===== src/rtl/rxp_pkg.sv =====
package rxp_pkg;
    typedef enum logic [2:0] {
        IDLE_LO = 3'd0,
        ARM     = 3'd1,
        GRANT   = 3'd2,
        HOLD    = 3'd3,
        RELEASE = 3'd4,
        IDLE_HI = 3'd5,
        FAULT   = 3'd6
    } rxp_state_t;
endpackage


===== src/rtl/rxp_sync.sv =====
module rxp_sync #(
    parameter int WIDTH  = 3,
    parameter int STAGES = 2
) (
    input  logic             clk,
    input  logic             rst_n,
    input  logic [WIDTH-1:0] d,
    output logic [WIDTH-1:0] q
);
    logic [WIDTH-1:0] chain [STAGES];

    generate
        for (genvar s = 0; s < STAGES; s++) begin : g_stage
            if (s == 0) begin : g_first
                always_ff @(posedge clk or negedge rst_n) begin
                    if (!rst_n) chain[s] <= '0;
                    else        chain[s] <= d;
                end
            end else begin : g_next
                always_ff @(posedge clk or negedge rst_n) begin
                    if (!rst_n) chain[s] <= '0;
                    else        chain[s] <= chain[s-1];
                end
            end
        end
    endgenerate

    assign q = chain[STAGES-1];
endmodule


===== src/rtl/rxp_ctrl.sv =====
module rxp_ctrl
    import rxp_pkg::*;
#(
    parameter int SYNC_STAGES = 2
) (
    input  logic clk,
    input  logic rst_n,
    input  logic lnk_req,
    output logic lnk_ack,
    output logic pz_req,
    input  logic pz_ack,
    output logic loc_req,
    input  logic loc_ack,
    output logic proto_err
);
    localparam int NIN = 3;

    logic [NIN-1:0] raw_in, syn_in;
    logic           ar_s, as_s, sa_s;
    rxp_state_t     state_q, state_d;
    logic           par_q, par_d;

    assign raw_in = {loc_ack, pz_ack, lnk_req};

    rxp_sync #(.WIDTH(NIN), .STAGES(SYNC_STAGES)) u_sync (
        .clk   (clk),
        .rst_n (rst_n),
        .d     (raw_in),
        .q     (syn_in)
    );

    assign ar_s = syn_in[0];
    assign as_s = syn_in[1];
    assign sa_s = syn_in[2];

    // next-state and parity
    always_comb begin
        state_d = state_q;
        par_d   = par_q;
        unique case (state_q)
            IDLE_LO, IDLE_HI: if (ar_s) state_d = ARM;
            ARM: begin
                if (!ar_s)     state_d = FAULT;
                else if (as_s) state_d = GRANT;
            end
            GRANT: begin
                state_d = HOLD;
                par_d   = ~par_q;
            end
            HOLD: if (!ar_s) state_d = RELEASE;
            RELEASE: if ((sa_s == par_q) && !as_s)
                         state_d = par_q ? IDLE_HI : IDLE_LO;
            FAULT: state_d = par_q ? IDLE_HI : IDLE_LO;
            default: state_d = IDLE_LO;
        endcase
    end

    // state register
    always_ff @(posedge clk or negedge rst_n) begin
        if (!rst_n) begin
            state_q <= IDLE_LO;
            par_q   <= 1'b0;
        end else begin
            state_q <= state_d;
            par_q   <= par_d;
        end
    end

    // Moore outputs
    always_comb begin
        lnk_ack   = 1'b0;
        pz_req    = 1'b0;
        proto_err = 1'b0;
        unique case (state_q)
            IDLE_LO, IDLE_HI: ;
            ARM:     pz_req = 1'b1;
            GRANT, HOLD: begin
                pz_req  = 1'b1;
                lnk_ack = 1'b1;
            end
            RELEASE: lnk_ack = 1'b1;
            FAULT:   proto_err = 1'b1;
            default: ;
        endcase
    end

    assign loc_req = par_q;
endmodule


===== config.mk =====
export PLATFORM = sky130hd
export DESIGN_NAME = rxp_ctrl
export DESIGN_NICKNAME = d
export VERILOG_FILES = /design/src/rtl/rxp_pkg.sv /design/src/rtl/rxp_sync.sv /design/src/rtl/rxp_ctrl.sv
export SDC_FILE = /design/constraint.sdc
export NUM_CORES = 1
export LEC_CHECK = 0
export BUFFER_PORTS_ARGS = -buffer_cell sky130_fd_sc_hd__buf_2
export CORE_AREA = 8 8 45 47
export DETAILED_ROUTE_END_ITERATION = 16
export DIE_AREA = 0 0 53 55
export GPL_ROUTABILITY_DRIVEN = 0
export GPL_TIMING_DRIVEN = 0
export PLACE_DENSITY = 0.48
export SYNTH_ARGS = -nofsm -noshare
export SYNTH_HDL_FRONTEND = slang
export SYNTH_SLANG_ARGS = --single-unit

===== constraint.sdc =====
create_clock -name clk -period 2.3 [get_ports clk]
set_input_delay 0.23 -clock clk [delete_from_list [all_inputs] [get_ports clk]]
set_output_delay 0.23 -clock clk [all_outputs]
set_load 0.03 [all_outputs]

### Word-level counts from Yosys, hierarchy flattened

Index checks and enable logic that the tools add are counted.

* equality and inequality tests: 11
* multiplexer cells: 10
* bitwise operators: 1
* reduce and logical (&&, ||, !) cells: 7

Operators by type and width (number)
* $mux W3: 6
* $pmux W3 S6: 1
* $eq A3 B3 Y1 const B: 3
* $eq A3 B2 Y1 const B: 2
* $reduce_or A3 Y1: 2
* $ne A2 B2 Y1 const B: 2
* $reduce_and A4 Y1: 1
* $eq A3 B1 Y1 const B: 1
* $logic_not A3 Y1: 1
* $mux W1: 3
* $ne A3 B2 Y1 const B: 1
* $ne A2 B1 Y1 const B: 1
* $reduce_or A2 Y1: 1
* $eq A1 B1 Y1: 1
* $logic_and A1 B1 Y1: 1
* $logic_not A1 Y1: 1
* $not A1 Y1: 1

* flip-flop bits (word level): 10
* input bits: 5
* output and inout port bits: 4
* word-level logic and storage cells: 33

### Depth between registers and ports, before layout

Gate-level depths: netlist of run 1.

* depth in word-level cells: 4
* depth in mapped cells: 4
* mapped depth without buffers: 3

### Hierarchy

A second synthesis of run 1 with hierarchy kept.

* cell total of the unflattened synthesis: 43
* area total of the unflattened synthesis: 464.2 µm²

Modules (own cells, without submodules)
* rxp_ctrl: instances 1, cells each 34, area each 291.5 µm², sequential area each 100.1 µm²
* rxp_sync: instances 1, cells each 9, area each 172.7 µm², sequential area each 150.1 µm²

### Least setup slack after synthesis of run 1

OpenSTA, ideal clock, no wires.

* path type: flip-flop to output port
* start point: reg state_q[0]
* end point: out lnk_ack
* arrival: 1.281 ns
* data required time: 2.070 ns
* setup slack: 0.789 ns
* stages on the path, launching flop included: 3
* path buffers: 0
* cell sequence: dfrtp_1 nand2b_1 o21ai_0

* word-level cells in the longest chain between the ends: 3
* elaborated cells on any way between the ends: 5
* classes of those cells: eq/ne: 3; mux: 1; reduce/logical: 1

RTL lines
* start: declaration: RTL line rxp_ctrl.sv:20 `rxp_state_t state_q, state_d;`
* start signal: assignment: RTL line rxp_ctrl.sv:64 `state_q <= state_d;`
* $eq A3 B2 Y1 or $eq A3 B3 Y1 (tied branches): RTL line rxp_ctrl.sv:74 `unique case (state_q)`
* $reduce_or A3 Y1 (no source line) *
* $mux W1 *: RTL line rxp_ctrl.sv:74
* end: declaration: RTL line rxp_ctrl.sv:9 `output logic lnk_ack,`

Every way passes the cells marked *; elsewhere a longest branch is shown, timed or not.

### Worst setup path after layout of run 1

Ends and elaborated chain as after synthesis.

==> summary.txt, run 1 <==
Run status
  • Status: finished, final reports clean

Power
  • Power per Cell Area: 1389 mW/mm^2
  • Leakage: 0.0002448 uW
  • Total power: 703.8 uW
  • Worst vdd ir: 0.3695 mV

Timing
  • Period utilisation layout: 0.6525
  • Setup_tns: 0 ps
  • RSZ-0062 raised after global routing: false
  • Worst Skew: 6.898 ps
  • Final Hold Fails: 0
  • Max_slew headroom: 0.8475
  • # setup viols final: 0
  • Measured slew at the worst slew-check pin: 228.8 ps
  • PnR worst setup slack: 799.2 ps
  • Fmax: 666.3 MHz
  • Slew Limit Fails: 0
  • Fin crit period: 1501 ps

Route
  • Routed WL per cell: 10.30 um
  • Via/cell ratio: 4.318
  • Drt drc: 0
  • DR iter-0 viols: 0
  • Total wire length: 680 um
  • Post-route ant nets: 0
  • DR pass1 iterations: 1
  • Via count: 285

Synth
  • Avg Inst Size Synth: 10.82 sq um
  • Yosys top cell area share: 0.6250
  • Synth top area cells: dfrtp_1 (63%), nor2_1 (5.6%), nand2b_1 (4.7%), a21oi_1 (3.8%), o21ai_0 (3.8%)
  • Synth Register Bits: 10
  • Synth Warn #: 0
  • Dominant cell type by area after synthesis: dfrtp_1
  • Syn Nets: 42
  • Post-Synthesis Cells: 37
  • Seq/Total Area, Yosys: 0.6250
  • Mapped Area: 400.4 sq um
  • Synth unique cells: 14

Placed design
  • Place WS: 1083 ps
  • Total instance count after detailed placement: 61
  • DP HPWL: 513.4 um
  • Placed cell areas: 460.4 sq um
  • I/O Buffers: 8

Floorplan
  • Die footprint: 0.002915 sq mm
  • # rows: 14
  • # IOs: 9
  • Initial Util: 0.2893
  • Core Area: 0.001384 sq mm
  • Die extent in x: 53 um
  • Die Height: 55 um

Job
  • Maxcap violations: 0

Final layout
  • Number of diodes: 0
  • Area growth from synthesis to layout: 26.56%
  • Final #Nets: 56
  • Layout Cells excl Fill: 66
  • Commonest non-fill, non-tap cell in the layout: dfrtp_1
  • Fraction of layout instances using a drive strength above 1: 0.2800
  • Filler Cell Count: 152
  • Cell area after layout: 506.7 sq um
  • Commonest cells after routing, fill and taps aside: dfrtp_1 (10), buf_2 (8), nor2_1 (6)

CTS
  • TritonCTS Buffers: 3
  • Total clock sinks: 10
  • Post-cts sizing count: 0
  • CTS max path bufs: 2
  • Setup bufs post-CTS: 0
  • Worst-skew pair later-pin latency: 270 ps
  • Root buffer cell: clkbuf_4
  • Hold-fix buffers, CTS: 1
  • Htree depth: 1
  • CTS tree: done
  • Clock-pin slew on the worst setup and hold paths: 70 ps

Setup path
  • CP required: 2070 ps
  • WS Path Type: register to output port
  • Crit. End Element: output port
  • Crit start category: register
  • Origin of the worst setup path: state_q[0]
  • R2r startpoint: state_q[1]
  • Worst endpoint data arrival time: 1270 ps
  • CP max FO: 8
  • R2r worst-path depth: 4

Global route
  • First-pass GRT wire length: 1117 um
  • Largest net degree at the start of global routing: 11
  • Antenna violations before repair: 0
  • Vias in the first global route: 289
  • Remaining global-route overflow: 0
  • Global routing usage summed across all routing layers: 0.05798

Min path
  • Hold_sp: pz_ack
  • Min-delay worst type: primary input to register
  • Worst hold stages: 1
==> flip-flops by register name, indices dropped and copies added, names as in the netlist <==
name / count
state_q: 3
u_sync.chain: 3
loc_req: 1
u_sync.q: 3
==> per-stage QoR <==
stage | util | hold slack, ps
after floorplan | - | -65.59
after global placement | 0.3327 | 103.5
after detailed placement | 0.3327 | 108.2
after CTS | 0.3662 | 53.74
after global routing | 0.3662 | 49.36
final | 0.3662 | 60.18
==> critical path, cell delays in order (launching register included) <==
cell and delay (ps):
dfrtp_1 440, nand2b_1 190, o21ai_0 150, buf_2 220
==> metal layers <==
layer  routed length [um]  GRT usage
met4                   21    0.06466
met1                  329    0.06573
met5                    0          0
met2                  270    0.06641
met3                   58    0.03743
==> cells by family after synthesis <==
family                    share of synthesized area
and+or+nand+nor                              0.1688
DFF                                          0.6250
AOI/OAI and AO/OA                            0.1375
buffers and inverters                       0.04688
xor gates and xnor gates                    0.02188
==> path summary, 6_finish.rpt <==
check | to | slack, ps
worst min-delay path | u_sync.chain[4] | 60
worst min register to register | u_sync.q[2] | 350
min in group asynchronous | u_sync.q[2] | 330
max in group asynchronous | state_q[2] | 1770
worst max-delay path | lnk_ack | 800
worst max register to register | state_q[0] | 1210
==> cells in the mapped netlist <==
cell type,count
dfrtp_1,10
nor2_1,6
a21oi_1,3
nand2_1,3
nand2b_1,3
o21ai_0,3
inv_1,2
a211oi_1,1
a21o_1,1
a32o_1,1
and2b_2,1
buf_6,1
or2_0,1
xor2_1,1
==> power by group <==
part / switching [uW] / internal, uW
registers: 43.6 / 217
logic: 172 / 111
clock network: 64.3 / 96.2
total: 280 / 424
==> cell type report <==
type                       instances  area, sq um  area share
timing repair buffer               9        50.05     0.09877
tap                               16        20.02     0.03951
sequential                        10        250.2      0.4938
multi-input combinational         24        131.4      0.2593
clock buffer                       4        36.28     0.07160
inverter                           2        7.507     0.01481
buffer                             1        11.26     0.02222
Note: power is estimated with default switching activity, not from simulation.
==> run 2: changes to the inputs <==
==> constraint.sdc (replaced) <==
create_clock -name clk -period 1.4 [get_ports clk]
set_input_delay 0.14 -clock clk [delete_from_list [all_inputs] [get_ports clk]]
set_output_delay 0.14 -clock clk [all_outputs]
set_load 0.03 [all_outputs]
==> run 2 against run 1 <==
  * Sequential cell count is the same
  * Die area unchanged
  * Clock power is 19% higher
  * Power is 61% higher
  * Utilization grew 2.0 points
  * Worst setup slack got worse by 680 ps
  * Worst hold slack gained 210 ps
  * Largest power group unchanged
  * Cell count increased by 4.5%
  * Register-to-register slack lost 910 ps
  * Clock skew shrank 6.1 ps
  * Critical endpoint unchanged
  * Largest cell class unchanged
  * Count of clock-buffer cells in the layout shrank 1
  * Highest routed layer is now met3
==> summary.txt, run 2 (same netlist as run 1, synthesis figures left out) <==
CTS
  • Root buffer cell: clkbuf_4
  • CTS max path bufs: 2 (unchanged)
  • CTS tree: done
  • Worst-skew pair later-pin latency: 260 ps (about the same)
  • Total clock sinks: 10 (unchanged)
  • Htree depth: 1 (unchanged)
  • TritonCTS Buffers: 3 (unchanged)
  • Clock-pin slew on the worst setup and hold paths: 60 ps (about the same)

Floorplan
  • Initial Util: 0.2893 (unchanged)
  • # IOs: 9 (unchanged)
  • Core Area: 0.001384 sq mm (unchanged)
  • Die footprint: 0.002915 sq mm (unchanged)
  • # rows: 14 (unchanged)
  • Die Height: 55 um (unchanged)
  • Die extent in x: 53 um (unchanged)

Setup path
  • Crit. End Element: output port
  • Worst reg2reg endpoint: state_q[0]
  • CP required: 1260 ps (-810 ps)
  • WS Path Type: register to output port
  • R2r worst-path depth: 4 (unchanged)
  • Crit start category: register
  • Setup slack, reg-to-reg: 300 ps (-910 ps)
  • CP max FO: 3 (-5)
  • R2r startpoint: state_q[1]
  • Worst endpoint data arrival time: 1140 ps (-130 ps)

Global route
  • Vias in the first global route: 277 (-4.2%)
  • First-pass GRT wire length: 1152 um (+3.1%)
  • Met2 Use GR: 0.06641 (unchanged)
  • Layer with the highest usage: met1
  • Largest net degree at the start of global routing: 11 (unchanged)
  • Met1 usage: 0.06875 (+0.003022)
  • M3 GR Usage: 0.04278 (+0.005348)
  • Remaining global-route overflow: 0 (unchanged)
  • Antenna violations before repair: 0 (unchanged)
  • Global routing usage summed across all routing layers: 0.06015 (+0.002176)

Timing
  • Setup_tns: 0 ps (unchanged)
  • Fmax: 781.1 MHz
  • Worst Skew: 0.8303 ps (-6.068 ps)
  • Fin crit period: 1280 ps
  • Measured slew at the worst slew-check pin: 228.3 ps (-0.4857 ps)
  • Max_slew headroom: 0.8478 (about the same)
  • PnR worst setup slack: 119.8 ps (-679.4 ps)
  • # setup viols final: 0 (unchanged)
  • Final Hold Fails: 0 (unchanged)
  • Slew Limit Fails: 0 (unchanged)
  • RSZ-0062 raised after global routing: false
  • Period utilisation layout: 0.9144

Final layout
  • Commonest cells after routing, fill and taps aside: dfrtp_1 (9), buf_2 (7), nor2_1 (6), dlygate4sd3_1 (4)
  • Area growth from synthesis to layout: 33.44%
  • Final #Nets: 60 (+7.1%)
  • Multi-input logic area: 131.4 sq um (unchanged)
  • Number of diodes: 0 (unchanged)
  • Filler Cell Count: 134 (-12%)
  • Commonest non-fill, non-tap cell in the layout: dfrtp_1
  • Register area: 251.5 sq um (+0.50%)
  • Final core occ: 0.3861 (+0.01989)
  • Fraction of layout instances using a drive strength above 1: 0.2830 (+0.003019)

Run status
  • Status: finished, final reports clean

Route
  • Via count: 284 (-0.35%)
  • Via/cell ratio: 4.116 (-4.7%)
  • DR iter-0 viols: 1 (+1)
  • Drt drc: 0 (unchanged)
  • Routed WL per cell: 10.43 um (+1.3%)
  • DR pass1 iterations: 2 (+1)
  • Post-route ant nets: 0 (unchanged)
  • Total wire length: 720 um (+5.9%)

Placed design
  • DP HPWL: 501.5 um (-2.3%)
  • Place WS: 307.8 ps (-775.5 ps)
  • I/O Buffers: 8 (unchanged)

Power
  • Leakage: 0.0002546 uW (+4.0%)
  • Worst vdd ir: 0.5605 mV (+52%)
  • Power per Cell Area: 2126 mW/mm^2 (+53%)
  • Total power: 1136 uW (+61%)

Min path
  • Min-delay worst type: primary input to asynchronous set/reset pin

Job
  • Maxcap violations: 0 (unchanged)
run 2: cell count changes in the layout (fill, tap and decap cells not counted):
cell           before  now
buf_2               8    7
dfrtp_1            10    9
o21ai_0             3    2
clkbuf_8            1    0
dfrtp_2             0    1
buf_4               0    2
o21ai_1             0    1
dlygate4sd3_1       1    4
run 2: timing repair:
action | 4_1_cts | 5_1_grt
buffers inserted | 0 | 1
endpoints found under the hold margin | 13 | 0
gates resized for setup | 0 | 3
hold buffers | 4 | 0
setup endpoints to repair | 0 | 2
run 2: worst max-delay path, stage by stage, from the launching register on:
cell      delay, ps
dfrtp_2         410
nand2b_1        170
o21ai_1         130
buf_4           170
run 2: cell type report:
class	count	area share
Tap cell	16	0.03747
Sequential cell	10	0.4707
Clock buffer	3	0.04215
Inverter	2	0.01405
Timing Repair Buffer	13	0.1686
Buffer	1	0.02108
Multi-Input combinational cell	24	0.2459
run 2: metrics by stage:
stage / instance area, sq um / hold WS, ps / cells
floorplan: 400.4 / -155.6 / 37
global placement: 460.4 / 13.63 / 61
detailed placement: 460.4 / 16.76 / 61
CTS: 523.0 / 263.5 / 68
global route: 534.3 / 277.7 / 69
finish: 534.3 / 268.5 / 69
run 2: metal layers:
layer  vias to the layer above  part of all wire  wire length (um)
met5                         -                 0                 0
li1                        154                 -                 -
met2                         7              0.43               311
met1                       123              0.48               344
met3                         0             0.089                64
met4                         0                 0                 0
run 2: worst max-delay path by stage:
stage	to	from	cells past startpoint	slack, ps
finish	lnk_ack	state_q[0]	3	120
CTS	lnk_ack	state_q[0]	3	10
global route	lnk_ack	state_q[2]	3	30
global placement	lnk_ack	state_q[0]	3	300
detailed placement	lnk_ack	state_q[0]	3	310
floorplan	lnk_ack	state_q[0]	2	210
run 2: report_power, final:
group,switching (uW),internal [uW]
logic,311,219
registers,56.0,359
clock network,91.5,99.0
total,458,677
==> run 3: changes to the inputs <==
--- a/config.mk
+++ b/config.mk
@@ -6,12 +6,13 @@
 export NUM_CORES = 1
 export LEC_CHECK = 0
 export BUFFER_PORTS_ARGS = -buffer_cell sky130_fd_sc_hd__buf_2
-export CORE_AREA = 8 8 45 47
+export CORE_AREA = 2 2 39 41
 export DETAILED_ROUTE_END_ITERATION = 16
-export DIE_AREA = 0 0 53 55
+export DIE_AREA = 0 0 41 43
 export GPL_ROUTABILITY_DRIVEN = 0
 export GPL_TIMING_DRIVEN = 0
 export PLACE_DENSITY = 0.48
+export REMOVE_ABC_BUFFERS = 1
 export SYNTH_ARGS = -nofsm -noshare
 export SYNTH_HDL_FRONTEND = slang
 export SYNTH_SLANG_ARGS = --single-unit
==> run 3 against run 2 <==
  * Clock skew hardly changed
  * Wire length shrank 13%
  * Sequential power is 8.9% higher
  * Largest power group unchanged
  * Die area decreased by 40%
  * Highest routed layer unchanged
  * Register-to-register slack about the same
  * Worst setup slack lost 30 ps
  * Utilization is 0.72 points higher
  * Final area up 1.9%
  * Global-route usage increased by 3.5 points
  * Via count grew 5.3%
  * Worst hold slack got worse by 2.2 ps
  * Combinational power shrank 7.5%
==> summary.txt, run 3 (same netlist as run 1, synthesis figures left out) <==
Setup path
  • Crit path cell chain: nand2b_1 -> o21ai_1 -> buf_4
  • R2r startpoint: state_q[0]
  • Setup slack, reg-to-reg: 290 ps (about the same)
  • CP required: 1260 ps (about the same)
  • Worst endpoint data arrival time: 1170 ps (+30 ps)
  • Worst reg2reg endpoint: state_q[1]
  • Worst path max stage delay: 420 ps (about the same)
  • WS Path Type: register to output port
  • CP max FO: 4 (+1)
  • R2r worst-path depth: 3 (-1)
  • Crit. End Element: output port
  • CP Buf/Inv Count: 1 (unchanged)
  • CP max-delay cell: dfrtp_2
  • Crit start category: register
  • CP delay by family, top: flip-flops

Power
  • Leakage: 0.0002606 uW (+2.4%)
  • Worst vdd ir: 0.7743 mV (+38%)
  • Power per Cell Area: 2185 mW/mm^2 (+2.8%)

Timing
  • Fmax: 763.0 MHz (-2.3%)
  • Max_slew headroom: 0.8195 (-0.02832)
  • Period utilisation layout: 0.9362 (+0.02178)
  • Slew Limit Fails: 0 (unchanged)
  • Fin crit period: 1311 ps (+30.49 ps)
  • Min Hold Slack: 266.4 ps (-2.155 ps)
  • Final Hold Fails: 0 (unchanged)
  • RSZ-0062 raised after global routing: false
  • # setup viols final: 0 (unchanged)
  • Worst Skew: 1.254 ps (+0.4234 ps)
  • Measured slew at the worst slew-check pin: 270.8 ps (+42.49 ps)

Global route
  • Largest net degree at the start of global routing: 11 (unchanged)
  • Remaining global-route overflow: 0 (unchanged)
  • Antenna violations before repair: 0 (unchanged)
  • Global routing usage summed across all routing layers: 0.09509 (+0.03494)
  • First-pass GRT wire length: 1048 um (-9.0%)
  • Vias in the first global route: 269 (-2.9%)

CTS
  • Clock-pin slew on the worst setup and hold paths: 60 ps (about the same)
  • Root buffer cell: clkbuf_4
  • CTS tree: done
  • CTS max path bufs: 2 (unchanged)
  • Htree depth: 1 (unchanged)
  • Worst-skew pair later-pin latency: 250 ps (about the same)
  • Total clock sinks: 10 (unchanged)
  • TritonCTS Buffers: 3 (unchanged)

Floorplan
  • # rows: 14 (unchanged)
  • Die Height: 43 um (-22%)
  • Die footprint: 0.001763 sq mm (-40%)
  • Initial Util: 0.2893 (unchanged)
  • # IOs: 9 (unchanged)
  • Core Area: 0.001384 sq mm (unchanged)
  • Die extent in x: 41 um (-23%)

Route
  • Via count: 299 (+5.3%)
  • Drt drc: 0 (unchanged)
  • Routed WL per cell: 9.000 um (-14%)
  • DR pass1 iterations: 2 (unchanged)
  • DR iter-0 viols: 2 (+1)
  • Total wire length: 630 um (-13%)
  • Post-route ant nets: 0 (unchanged)
  • Via/cell ratio: 4.271 (+3.8%)

Final layout
  • Filler Cell Count: 141 (+5.2%)
  • Multi-input logic area: 131.4 sq um (unchanged)
  • Fraction of layout instances using a drive strength above 1: 0.2963 (+0.01328)
  • Commonest non-fill, non-tap cell in the layout: dfrtp_1
  • Final #Nets: 60 (unchanged)
  • Register area: 251.5 sq um (unchanged)
  • Area growth from synthesis to layout: 35.94%
  • Final core occ: 0.3933 (+0.007233)
  • Commonest cells after routing, fill and taps aside: dfrtp_1 (9), buf_2 (7), nor2_1 (6), dlygate4sd3_1 (4)
  • Number of diodes: 0 (unchanged)

Run status
  • Status: finished, final reports clean

Placed design
  • DP HPWL: 435.4 um (-13%)
  • I/O Buffers: 8 (unchanged)

Min path
  • Min-delay worst type: primary input to asynchronous set/reset pin

Job
  • Maxcap violations: 0 (unchanged)
-- run 3: report_power, final --
| group | switching (uW) | internal (uW) |
|---|---|---|
| combinational | 282 | 208 |
| sequential | 93.0 | 360 |
| clock | 89.3 | 157 |
| total | 464 | 725 |
-- run 3: worst max-delay path by stage --
stage	start	to	slack, ps	cells after the start
global placement	state_q[0]	lnk_ack	270	3
finish	state_q[0]	lnk_ack	90	3
CTS	state_q[0]	lnk_ack	3	3
floorplan	state_q[0]	lnk_ack	-20	2
global route	state_q[0]	lnk_ack	20	3
detailed placement	state_q[0]	lnk_ack	280	3
-- run 3: worst reg2reg max path: cells and delay by family, from the launching register on --
kind	cells	cell delay, ps
compound gates	1	250
flops	1	420
buf+inv	1	140
simple gates	1	200
-- run 3: repair_timing --
| item | CTS | global route |
|---|---|---|
| setup endpoints to repair | 1 | 2 |
| endpoints found under the hold margin | 13 | 0 |
| setup buffers | 0 | 2 |
| resized for setup | 1 | 2 |
| hold buffers | 4 | 0 |
| cloned | 0 | 0 |
-- run 3: metal layers --
metal | GRT usage | part of all wire | up-vias
li1 | - | - | 154
met1 | 0.1195 | 0.47 | 139
met2 | 0.1156 | 0.50 | 6
met3 | 0.03141 | 0.029 | 0
met4 | 0.1000 | 0 | 0
met5 | 0 | 0 | -
-- run 3: final cells by class --
class,count,area share
Sequential cell,10,0.4621
Multi-Input combinational cell,24,0.2414
Timing Repair Buffer,14,0.1793
Clock buffer,4,0.06667
Tap cell,16,0.03678
Inverter,2,0.01379
-- run 3: stage by stage --
| stage | setup TNS [ps] | instances | setup slack, ps | total power, uW | cell area [sq um] |
|---|---|---|---|---|---|
| 2_1_floorplan | -21.15 | 36 | -21.15 | 755.5 | 389.1 |
| 3_3_place_gp | 0 | 60 | 270.8 | 876.7 | 449.2 |
| 3_5_place_dp | 0 | 60 | 279.0 | 871.7 | 449.2 |
| 4_1_cts | 0 | 68 | 2.890 | 1149 | 528.0 |
| 5_1_grt | 0 | 70 | 17.02 | 1277 | 544.3 |
| 6_report | 0 | 70 | 89.31 | 1189 | 544.3 |
